## config.mk

```make
export PLATFORM = sky130hd
export DESIGN_NAME = refresh_sched
export DESIGN_NICKNAME = d
export VERILOG_FILES = /design/src/rtl/refresh_pkg.sv /design/src/rtl/rfsh_interval_timer.sv /design/src/rtl/rfsh_trigger.sv /design/src/rtl/rfsh_bank_seq.sv /design/src/rtl/refresh_sched.sv
export SDC_FILE = /design/constraint.sdc
export NUM_CORES = 1
export LEC_CHECK = 0
export BUFFER_PORTS_ARGS = -buffer_cell sky130_fd_sc_hd__buf_4
export CAP_MARGIN = 30
export CORE_UTILIZATION = 62
export CTS_CLUSTER_DIAMETER = 40
export CTS_CLUSTER_SIZE = 24
export DETAILED_ROUTE_END_ITERATION = 10
export GPL_ROUTABILITY_DRIVEN = 0
export PLACE_DENSITY = 0.87
export SLEW_MARGIN = 20
export SYNTH_ARGS = -nofsm -noshare
export SYNTH_HDL_FRONTEND = slang
export SYNTH_HIERARCHICAL = 1
export SYNTH_SLANG_ARGS = --single-unit
```

## constraint.sdc

```tcl
create_clock -name clk -period 6.99 [get_ports clk]
set_clock_uncertainty 0.15 [all_clocks]
set_input_delay 0.699 -clock clk [delete_from_list [all_inputs] [get_ports clk]]
set_output_delay 0.699 -clock clk [all_outputs]
set_load 0.02 [all_outputs]
```

## src/rtl/refresh_pkg.sv

```systemverilog
// Package: shared types and the stagger-code decode for the refresh scheduler.
// Assumes: codes are two bits wide; the widest spacing is four strobes.
package refresh_pkg;

    typedef enum logic [1:0] {
        SEQ_IDLE  = 2'd0,
        SEQ_ISSUE = 2'd1,
        SEQ_GAP   = 2'd2
    } seq_state_t;

    localparam int GAP_W = 3;

    // Map a stagger code to the number of memory strobes between banks.
    function automatic logic [GAP_W-1:0] stagger_strobes(input logic [1:0] code);
        case (code)
            2'd0:    stagger_strobes = 3'd0;
            2'd1:    stagger_strobes = 3'd1;
            2'd2:    stagger_strobes = 3'd2;
            default: stagger_strobes = 3'd4;
        endcase
    endfunction

endpackage

```

## src/rtl/rfsh_interval_timer.sv

```systemverilog
// Module: rfsh_interval_timer
// Counts core clocks and pulses `expire` once every interval*2^SCALE_LOG
// cycles. An interval of zero holds the counter cleared and never expires.
// Assumes: interval changes are rare; a shortened period expires at once.
module rfsh_interval_timer #(
    parameter int IW        = 9,
    parameter int SCALE_LOG = 6
) (
    input  logic          clk,
    input  logic          rst_n,
    input  logic [IW-1:0] interval,
    output logic          expire
);
    localparam int CW = IW + SCALE_LOG;

    logic [CW-1:0] count;
    logic [CW-1:0] limit;
    logic          enabled;

    // Last count value of the period (period minus one).
    always_comb begin
        enabled = (interval != '0);
        limit   = {interval, {SCALE_LOG{1'b0}}} - CW'(1);
        expire  = enabled && (count >= limit);
    end

    // Advance the period counter, wrap on expiry, clear while disabled.
    always_ff @(posedge clk) begin
        if (!rst_n || !enabled || expire) begin
            count <= '0;
        end else begin
            count <= count + CW'(1);
        end
    end

endmodule

```

## src/rtl/rfsh_trigger.sv

```systemverilog
// Module: rfsh_trigger
// Merges timer expiry and the rising edge of the test input into a single
// pending flag. The flag clears when the sequencer takes it and stays set
// if a new trigger lands in the same cycle.
// Assumes: test_rfsh is synchronous to clk.
module rfsh_trigger (
    input  logic clk,
    input  logic rst_n,
    input  logic expire,
    input  logic test_rfsh,
    input  logic take,
    output logic pending
);
    logic test_q;
    logic test_edge;

    // Rising-edge detect on the test input.
    always_comb test_edge = test_rfsh && !test_q;

    // Remember the previous test input level.
    always_ff @(posedge clk) begin
        if (!rst_n) test_q <= 1'b0;
        else        test_q <= test_rfsh;
    end

    // Hold at most one outstanding refresh request.
    always_ff @(posedge clk) begin
        if (!rst_n) pending <= 1'b0;
        else        pending <= (pending && !take) || expire || test_edge;
    end

endmodule

```

## src/rtl/rfsh_bank_seq.sv

```systemverilog
// Module: rfsh_bank_seq
// Runs one refresh sequence per pending trigger. It requests bank 0 first
// and steps upward to the last installed bank, waiting the coded number of
// memory strobes after each accepted command. A zero spacing turns the
// sequence into one broadcast request.
// Assumes: ack only while req is high; fields are latched at sequence start.
module rfsh_bank_seq
    import refresh_pkg::*;
#(
    parameter int NBANK = 4,
    parameter int BW    = $clog2(NBANK)
) (
    input  logic          clk,
    input  logic          rst_n,
    input  logic          mem_en,
    input  logic [1:0]    stagger,
    input  logic [BW-1:0] bank_last,
    input  logic          pending,
    input  logic          ack,
    output logic          take,
    output logic          req,
    output logic [BW-1:0] bank,
    output logic          all
);
    seq_state_t       state;
    logic [BW-1:0]    last_q;
    logic [1:0]       stag_q;
    logic [GAP_W-1:0] gap_cnt;

    // Request and take-pulse decode from the current state.
    always_comb begin
        req  = (state == SEQ_ISSUE);
        take = (state == SEQ_IDLE) && pending;
    end

    // Sequence state, bank pointer and inter-bank spacing counter.
    always_ff @(posedge clk) begin
        if (!rst_n) begin
            state   <= SEQ_IDLE;
            bank    <= '0;
            all     <= 1'b0;
            last_q  <= '0;
            stag_q  <= 2'd0;
            gap_cnt <= '0;
        end else begin
            case (state)
                SEQ_IDLE: begin
                    if (pending) begin
                        state  <= SEQ_ISSUE;
                        bank   <= '0;
                        all    <= (stagger == 2'd0);
                        last_q <= bank_last;
                        stag_q <= stagger;
                    end
                end
                SEQ_ISSUE: begin
                    if (ack) begin
                        if (all || bank == last_q) begin
                            state <= SEQ_IDLE;
                            all   <= 1'b0;
                        end else begin
                            state   <= SEQ_GAP;
                            gap_cnt <= stagger_strobes(stag_q);
                        end
                    end
                end
                SEQ_GAP: begin
                    if (mem_en) begin
                        if (gap_cnt <= GAP_W'(1)) begin
                            state <= SEQ_ISSUE;
                            bank  <= bank + BW'(1);
                        end else begin
                            gap_cnt <= gap_cnt - GAP_W'(1);
                        end
                    end
                end
                default: state <= SEQ_IDLE;
            endcase
        end
    end

endmodule

```

## src/rtl/refresh_sched.sv

```systemverilog
// Module: refresh_sched (top)
// Periodic and test-triggered DRAM refresh scheduler with per-bank
// staggering. It is built from an interval timer, a trigger/pending
// stage and a bank sequencer.
// Assumes: all inputs are synchronous to clk; mem_en is a one-cycle strobe.
module refresh_sched #(
    parameter int IW        = 9,
    parameter int SCALE_LOG = 6,
    parameter int NBANK     = 4,
    parameter int BW        = $clog2(NBANK)
) (
    input  logic          clk,
    input  logic          rst_n,
    input  logic          mem_en,
    input  logic [IW-1:0] interval,
    input  logic [1:0]    stagger,
    input  logic [BW-1:0] bank_last,
    input  logic          test_rfsh,
    input  logic          ref_ack,
    output logic          ref_req,
    output logic [BW-1:0] ref_bank,
    output logic          ref_all
);
    logic expire;
    logic pending;
    logic take;

    rfsh_interval_timer #(.IW(IW), .SCALE_LOG(SCALE_LOG)) u_timer (
        .clk      (clk),
        .rst_n    (rst_n),
        .interval (interval),
        .expire   (expire)
    );

    rfsh_trigger u_trig (
        .clk       (clk),
        .rst_n     (rst_n),
        .expire    (expire),
        .test_rfsh (test_rfsh),
        .take      (take),
        .pending   (pending)
    );

    rfsh_bank_seq #(.NBANK(NBANK), .BW(BW)) u_seq (
        .clk       (clk),
        .rst_n     (rst_n),
        .mem_en    (mem_en),
        .stagger   (stagger),
        .bank_last (bank_last),
        .pending   (pending),
        .ack       (ref_ack),
        .take      (take),
        .req       (ref_req),
        .bank      (ref_bank),
        .all       (ref_all)
    );

endmodule

```

==> results.sh, run 1 <==
export IMPL_slew_violations=0
export IMPL_yosysTopAreaCellShare_pct=30.3
export IMPL_drv_cap=0
export IMPL_via_count=1685
export IMPL_drt_pass1_iter_count=9
export IMPL_grt_ovfl_total=0
export IMPL_synthAdderAreaFrac_pct=8.49
export IMPL_wire_per_inst_um=15.9
export IMPL_core_area_um2=2850
export IMPL_cts_sinks=29
export IMPL_gr_usage_all_layers_pct=27.4
export IMPL_p_total_uw=368
export IMPL_netlist_instances=204
export IMPL_p_leak_nw=0.870
export IMPL_antenna_cells=0
export IMPL_io_buffers=21
export IMPL_syn_to_final_growth_pct=12.9
export IMPL_layout_nets=257
export IMPL_synth_top_family_by_area="simple AND/OR/NAND/NOR gates"
export IMPL_crit_type="input port to register"
export IMPL_cts_resized=0
export IMPL_grt_pass1_vias=1649
export IMPL_p_comb_share_pct=12.5
export IMPL_start_kind="input port"
export IMPL_layout_common_cells="dfxtp_1 (29), buf_4 (23), nor2_1 (17), ha_1 (13), xor2_1 (11)"
export IMPL_synth_xor_area_share_pct=9.14
export IMPL_power_internal_uw=278
export IMPL_synthTopCellsByArea="dfxtp_1 (30%), ha_1 (8.5%), nor4_2 (5.9%)"
export IMPL_period_minus_slack_ps=3450
export IMPL_num_rows=19
export IMPL_switching_share_pct=24.6
export IMPL_vias_per_cell=6.53
export IMPL_tightest_slew_ps=796
export IMPL_finalWirelength_um=4100
export IMPL_fin_setup_tns_ps=0
export IMPL_p_per_area_nw_per_um2=170
export IMPL_grt_max_degree=17
export IMPL_dp_hpwl_um=3040
export IMPL_die_y_um=57.6
export IMPL_crit_fanout=16
export IMPL_cp_end_kind="register"
export IMPL_synth_compound_gate_area_share_pct=14.4
export IMPL_fmax_ghz=0.290
export IMPL_hold_viol=0
export IMPL_violations="DRC"
export IMPL_stdcell_count=258
export IMPL_max_slew_margin_pct=46.9
export IMPL_fin_crit_sh_pct=49.4
export IMPL_synth_top_cell_by_area="dfxtp_1"
export IMPL_drive_gt1_share_pct=22.9
export IMPL_die_area_um2=3320
export IMPL_setup_violations_final=0
export IMPL_vdd_drop_max_mv=0.111
export IMPL_synth_cell_types=54
export IMPL_ys_seq_elements=29
export IMPL_fp_dieW_um=57.6
export IMPL_cts_buffer_depth=2
export IMPL_final_common_cell="dfxtp_1"
export IMPL_htreeDepth=2
export IMPL_synthMuxAreaShare_pct=3.20
export IMPL_ys_flop_type="dfxtp_1"
export IMPL_yosys_area_share_simple_pct=29.9
export IMPL_ant_nets=0
export IMPL_io_pins=22
export IMPL_grt_setup_unrepaired="false"
export IMPL_pwr_share_clk_pct=39.8
export IMPL_drcViolationCount=1
export IMPL_drt_iter0_markers=79
export IMPL_cts_root_buf="clkbuf_4"
export IMPL_place_inst=250
export IMPL_syn_nets=235
export IMPL_postCtsHoldBufs=0
export IMPL_synth_yosys_seq_area_share_pct=30.3
export IMPL_synth_warnings=6
export IMPL_status="finished, violations left"
export IMPL_hold_path_class="register to register"
export IMPL_numCtsBuffers=5
export IMPL_path_clk_slew_ps=100
export IMPL_cp_data_required_time_ps=7060
export IMPL_post_cts_buffers=0
export IMPL_p_seq_share_pct=47.7
export IMPL_synth_edf_count=0
export IMPL_start_util_pct=67.1
export IMPL_grt_pass1_wl_um=6920
export IMPL_p_sw_uw=90.5
export IMPL_synthesis_area_um2=1920
export IMPL_clk_insertion_delay_late_ps=340
export IMPL_cts_tree="built"
export IMPL_synthArstFlopShare_pct=0
export IMPL_critPathArrivalTime_ps=3520
export IMPL_grt_antenna_before_repair=0
export IMPL_syn_avg_cell_area_um2=9.39
flip-flops by register name, summed over array words and instances, names as in the netlist:
name and flops:
u_timer/count 15, u_seq/gap_cnt 3, u_seq/bank 2, u_seq/last_q 2
u_seq/stag_q 2, u_seq/state 2, u_seq/all 1, u_trig/pending 1
u_trig/test_q 1
cell type report:
cell class | instances | area (um^2)
clock buffers | 6 | 51.3
clock inverters | 2 | 37.5
fillers | 214 | 691
inverters | 9 | 33.8
multi-input cells | 158 | 1250
flip-flops and latches | 29 | 581
well taps | 31 | 38.8
repair buffers | 23 | 173
cell usage after synthesis (2+ instances only):
master and instances:
nor4_2 9, a31oi_1 2, a21oi_1 3, nor2_1 17
xnor2_1 9, a221o_1 2, buf_6 2, buf_2 4
nand3_1 8, dfxtp_1 29, a21o_1 3, nor3_1 4
and3_1 4, o21a_1 2, o21ai_0 4, nor3b_1 6
or3_4 2, a311oi_1 2, a2111oi_0 2, or3_1 3
ha_1 13, inv_1 9, xor2_1 11, nor4_1 6
a22oi_1 2, nor2b_1 4, nand4_1 5, and4_1 2
nand2_1 6, mux2i_1 5
per-stage QoR:
| stage | hold slack (ps) | utilization (%) | setup slack [ps] | area (um^2) |
|---|---|---|---|---|
| 2_1_floorplan | 330 | - | 3680 | 1920 |
| 6_report | 383 | 75.8 | 3540 | 2160 |
| 3_5_place_dp | 355 | 72.7 | 3230 | 2070 |
| 4_1_cts | 384 | 75.8 | 3570 | 2160 |
| 5_1_grt | 409 | 75.8 | 3350 | 2160 |
| 3_3_place_gp | 349 | 72.7 | 3350 | 2070 |
worst paths after layout:
check	start	end	slack (ps)	cells after the start
setup / recovery	interval[1]	u_trig/pending$_SDFF_PN0_	3540	10
hold / removal	u_seq/bank[1]$_SDFFE_PN0P_	u_seq/bank[1]$_SDFFE_PN0P_	380	2
setup reg to reg	u_timer/count[9]$_SDFF_PP0_	u_trig/pending$_SDFF_PN0_	4280	6
hold reg to reg	u_seq/bank[1]$_SDFFE_PN0P_	u_seq/bank[1]$_SDFFE_PN0P_	380	2
worst max-delay path, cell delays in order:
cell and delay (ps):
buf_4 110, nor3_1 290, nor3b_1 350, nor3b_1 280
xnor2_1 160, ha_1 270, and4_1 180, a221o_1 610
o21a_1 290, o31a_1 280
kinds of logic (layout without fill, tap and decap cells):
| kind of cell | count (synthesis) | count (layout) |
|---|---|---|
| buf+inv | 17 | 40 |
| flops | 29 | 29 |
| fa+ha+maj | 13 | 13 |
| xor+xnor | 20 | 20 |
| compound gates | 34 | 34 |
| mux | 6 | 6 |
| simple gates | 85 | 85 |
metal layers:
layer	global-route usage (%)	up-vias	part of all wire [%]
li1	-	820	-
met1	29.9	801	40
met2	49.5	60	54
met3	7.03	4	5.7
met4	12.5	0	0.78
met5	0	-	0
power by group through the flow:
| stage | registers (mW) | clock network, mW | logic [mW] |
|---|---|---|---|
| 6_report | 0.176 | 0.147 | 0.0459 |
| 5_1_grt | 0.177 | 0.157 | 0.0504 |
| 4_1_cts | 0.176 | 0.152 | 0.0457 |
| 3_5_place_dp | 0.179 | 0 | 0.0456 |
| 3_3_place_gp | 0.179 | 0 | 0.0430 |
| 2_1_floorplan | 0.177 | 0 | 0.0298 |
Power figures use the tool's default switching activity.
==> inputs of run 2 (changes only) <==
- CORE_UTILIZATION: 62 -> 52
- PLACE_DENSITY: 0.87 -> 0.78
- clock period: 6.99 -> 2.75 ns (I/O delays scaled with it)
==> results.sh, run 2 (same netlist as run 1, synthesis figures left out) <==
export IMPL_grt_setup_unrepaired="false"
export IMPL_grt_pass1_wl_um=6680
export IMPL_cts_root_buf="clkbuf_8"
export IMPL_worst_path_max_delay_cell="a221o_1"
export IMPL_start_util_pct=55.7
export IMPL_path_clk_slew_ps=60
export IMPL_p_seq_share_pct=49.0
export IMPL_fmax_ghz=0.406
export IMPL_gr_usage_all_layers_pct=21.3
export IMPL_grt_pass1_vias=1498
export IMPL_slew_violations=0
export IMPL_drcViolationCount=0
export IMPL_grt_antenna_before_repair=0
export IMPL_layout_nets=263
export IMPL_p_sw_uw=223
export IMPL_ant_nets=0
export IMPL_syn_to_final_growth_pct=17.6
export IMPL_critPathArrivalTime_ps=2490
export IMPL_drv_cap=0
export IMPL_slowest_delay_ps=370
export IMPL_grt_ovfl_total=0
export IMPL_cts_tree="built"
export IMPL_grt_max_degree=16
export IMPL_fin_crit_sh_pct=89.6
export IMPL_die_y_um=62.7
export IMPL_vias_per_cell=5.89
export IMPL_cp_data_required_time_ps=2770
export IMPL_wire_per_inst_um=14.2
export IMPL_regMostFlops="u_timer/count"
export IMPL_crit_family="compound AO/OA/AOI/OAI gates"
export IMPL_tightest_slew_ps=586
export IMPL_cts_resized=0
export IMPL_power_internal_uw=690
export IMPL_status="complete, no violations"
export IMPL_p_leak_nw=0.909
export IMPL_io_buffers=21
export IMPL_finalWirelength_um=3950
export IMPL_max_slew_margin_pct=60.7
export IMPL_io_pins=22
export IMPL_dp_hpwl_um=2910
export IMPL_antenna_cells=0
export IMPL_hold_viol=0
export IMPL_p_per_area_nw_per_um2=406
export IMPL_cts_sinks=29
export IMPL_drive_gt1_share_pct=25.9
export IMPL_reg_top3="u_timer/count x15, u_seq/gap_cnt x3"
export IMPL_p_comb_share_pct=13.1
export IMPL_cts_buffer_depth=2
export IMPL_via_count=1637
export IMPL_largest_register_ffs=15
export IMPL_crit_type="input port to register"
export IMPL_hold_path_class="input port to register"
export IMPL_switching_share_pct=24.4
export IMPL_num_fill_cells=301
export IMPL_stdcell_count=278
export IMPL_crit_fanout=7
export IMPL_layout_common_cells="buf_4 (29), dfxtp_1 (29), nor2_1 (17), ha_1 (12), xor2_1 (11)"
export IMPL_cp_end_kind="register"
export IMPL_setup_violations_final=0
export IMPL_period_minus_slack_ps=2460
export IMPL_p_total_uw=914
export IMPL_post_cts_buffers=0
export IMPL_pwr_share_clk_pct=37.9
export IMPL_path_buf_inv=3
export IMPL_fp_dieW_um=62.7
export IMPL_numCtsBuffers=5
export IMPL_vdd_drop_max_mv=0.264
export IMPL_num_rows=21
export IMPL_die_area_um2=3930
export IMPL_htreeDepth=2
export IMPL_start_kind="input port"
export IMPL_drt_pass1_iter_count=4
export IMPL_drt_iter0_markers=98
export IMPL_place_inst=271
export IMPL_clk_insertion_delay_late_ps=280
export IMPL_path_cells="buf_4 > inv_1 > ha_2 > nand2_1 > xor2_1 > ha_1 > and3_1 > a221o_1 > a221o_1 > buf_4 > a2111oi_2"
export IMPL_postCtsHoldBufs=0
export IMPL_core_area_um2=3440
run 2: changes by cell type in the layout (fill, tap and decap cells not counted), moves of 2 or more:
cell	previous run	this run
buf_4	23	29
clkbuf_4	5	0
clkbuf_8	1	6
nor3b_1	6	4
nor3b_2	1	3
run 2: layout make-up:
cell class / count / area (um^2) / area share (%)
multi-input cells: 158 / 1280 / 56.7
flip-flops and latches: 29 / 581 / 25.8
repair buffers: 29 / 218 / 9.67
clock buffers: 7 / 86.3 / 3.83
well taps: 46 / 57.6 / 2.56
inverters: 9 / 33.8 / 1.50
run 2: path summary, 6_finish.rpt:
path                                     from                           end  slack [ps]  cells past startpoint
setup / recovery                  interval[0]  u_timer/count[14]$_SDFF_PP0_         290                     11
hold / removal                      test_rfsh      u_trig/test_q$_SDFF_PN0_          70                      2
setup reg to reg  u_timer/count[8]$_SDFF_PP0_  u_timer/count[14]$_SDFF_PP0_         370                      6
hold reg to reg    u_seq/bank[1]$_SDFFE_PN0P_    u_seq/bank[1]$_SDFFE_PN0P_         370                      2
run 2: routing by layer:
| metal | up-vias | wire [um] | GRT usage, % |
|---|---|---|---|
| li1 | 830 | - | - |
| met1 | 755 | 1970 | 29.4 |
| met2 | 47 | 1710 | 32.3 |
| met3 | 5 | 215 | 4.93 |
| met4 | 0 | 50 | 7.27 |
| met5 | - | 0 | 0 |
run 2: metrics by stage:
step	worst slack [ps]	utilization [%]	hold slack [ps]	setup TNS [ps]	cell area, um^2
after floorplan	17.8	-	244	0	1930
after global placement	30.8	62.9	350	0	2170
after detailed placement	-11.6	62.9	354	-12.4	2170
after CTS	265	65.4	67.3	0	2250
after global routing	135	65.4	66.7	0	2250
final	287	65.4	69.3	0	2250
run 2: power groups by stage:
stage | Combinational, mW | Clock, mW | Sequential, mW
after floorplan | 0.0764 | 0 | 0.451
after global placement | 0.118 | 0 | 0.456
after detailed placement | 0.119 | 0 | 0.456
after CTS | 0.120 | 0.357 | 0.447
after global routing | 0.132 | 0.378 | 0.449
final | 0.119 | 0.347 | 0.447
run 2: worst reg2reg max path: stages, from the launching register on:
cell and delay [ps]:
dfxtp_1 460, ha_1 270, and3_1 200, a221o_1 340
a221o_1 370, buf_4 190, a2111oi_2 280
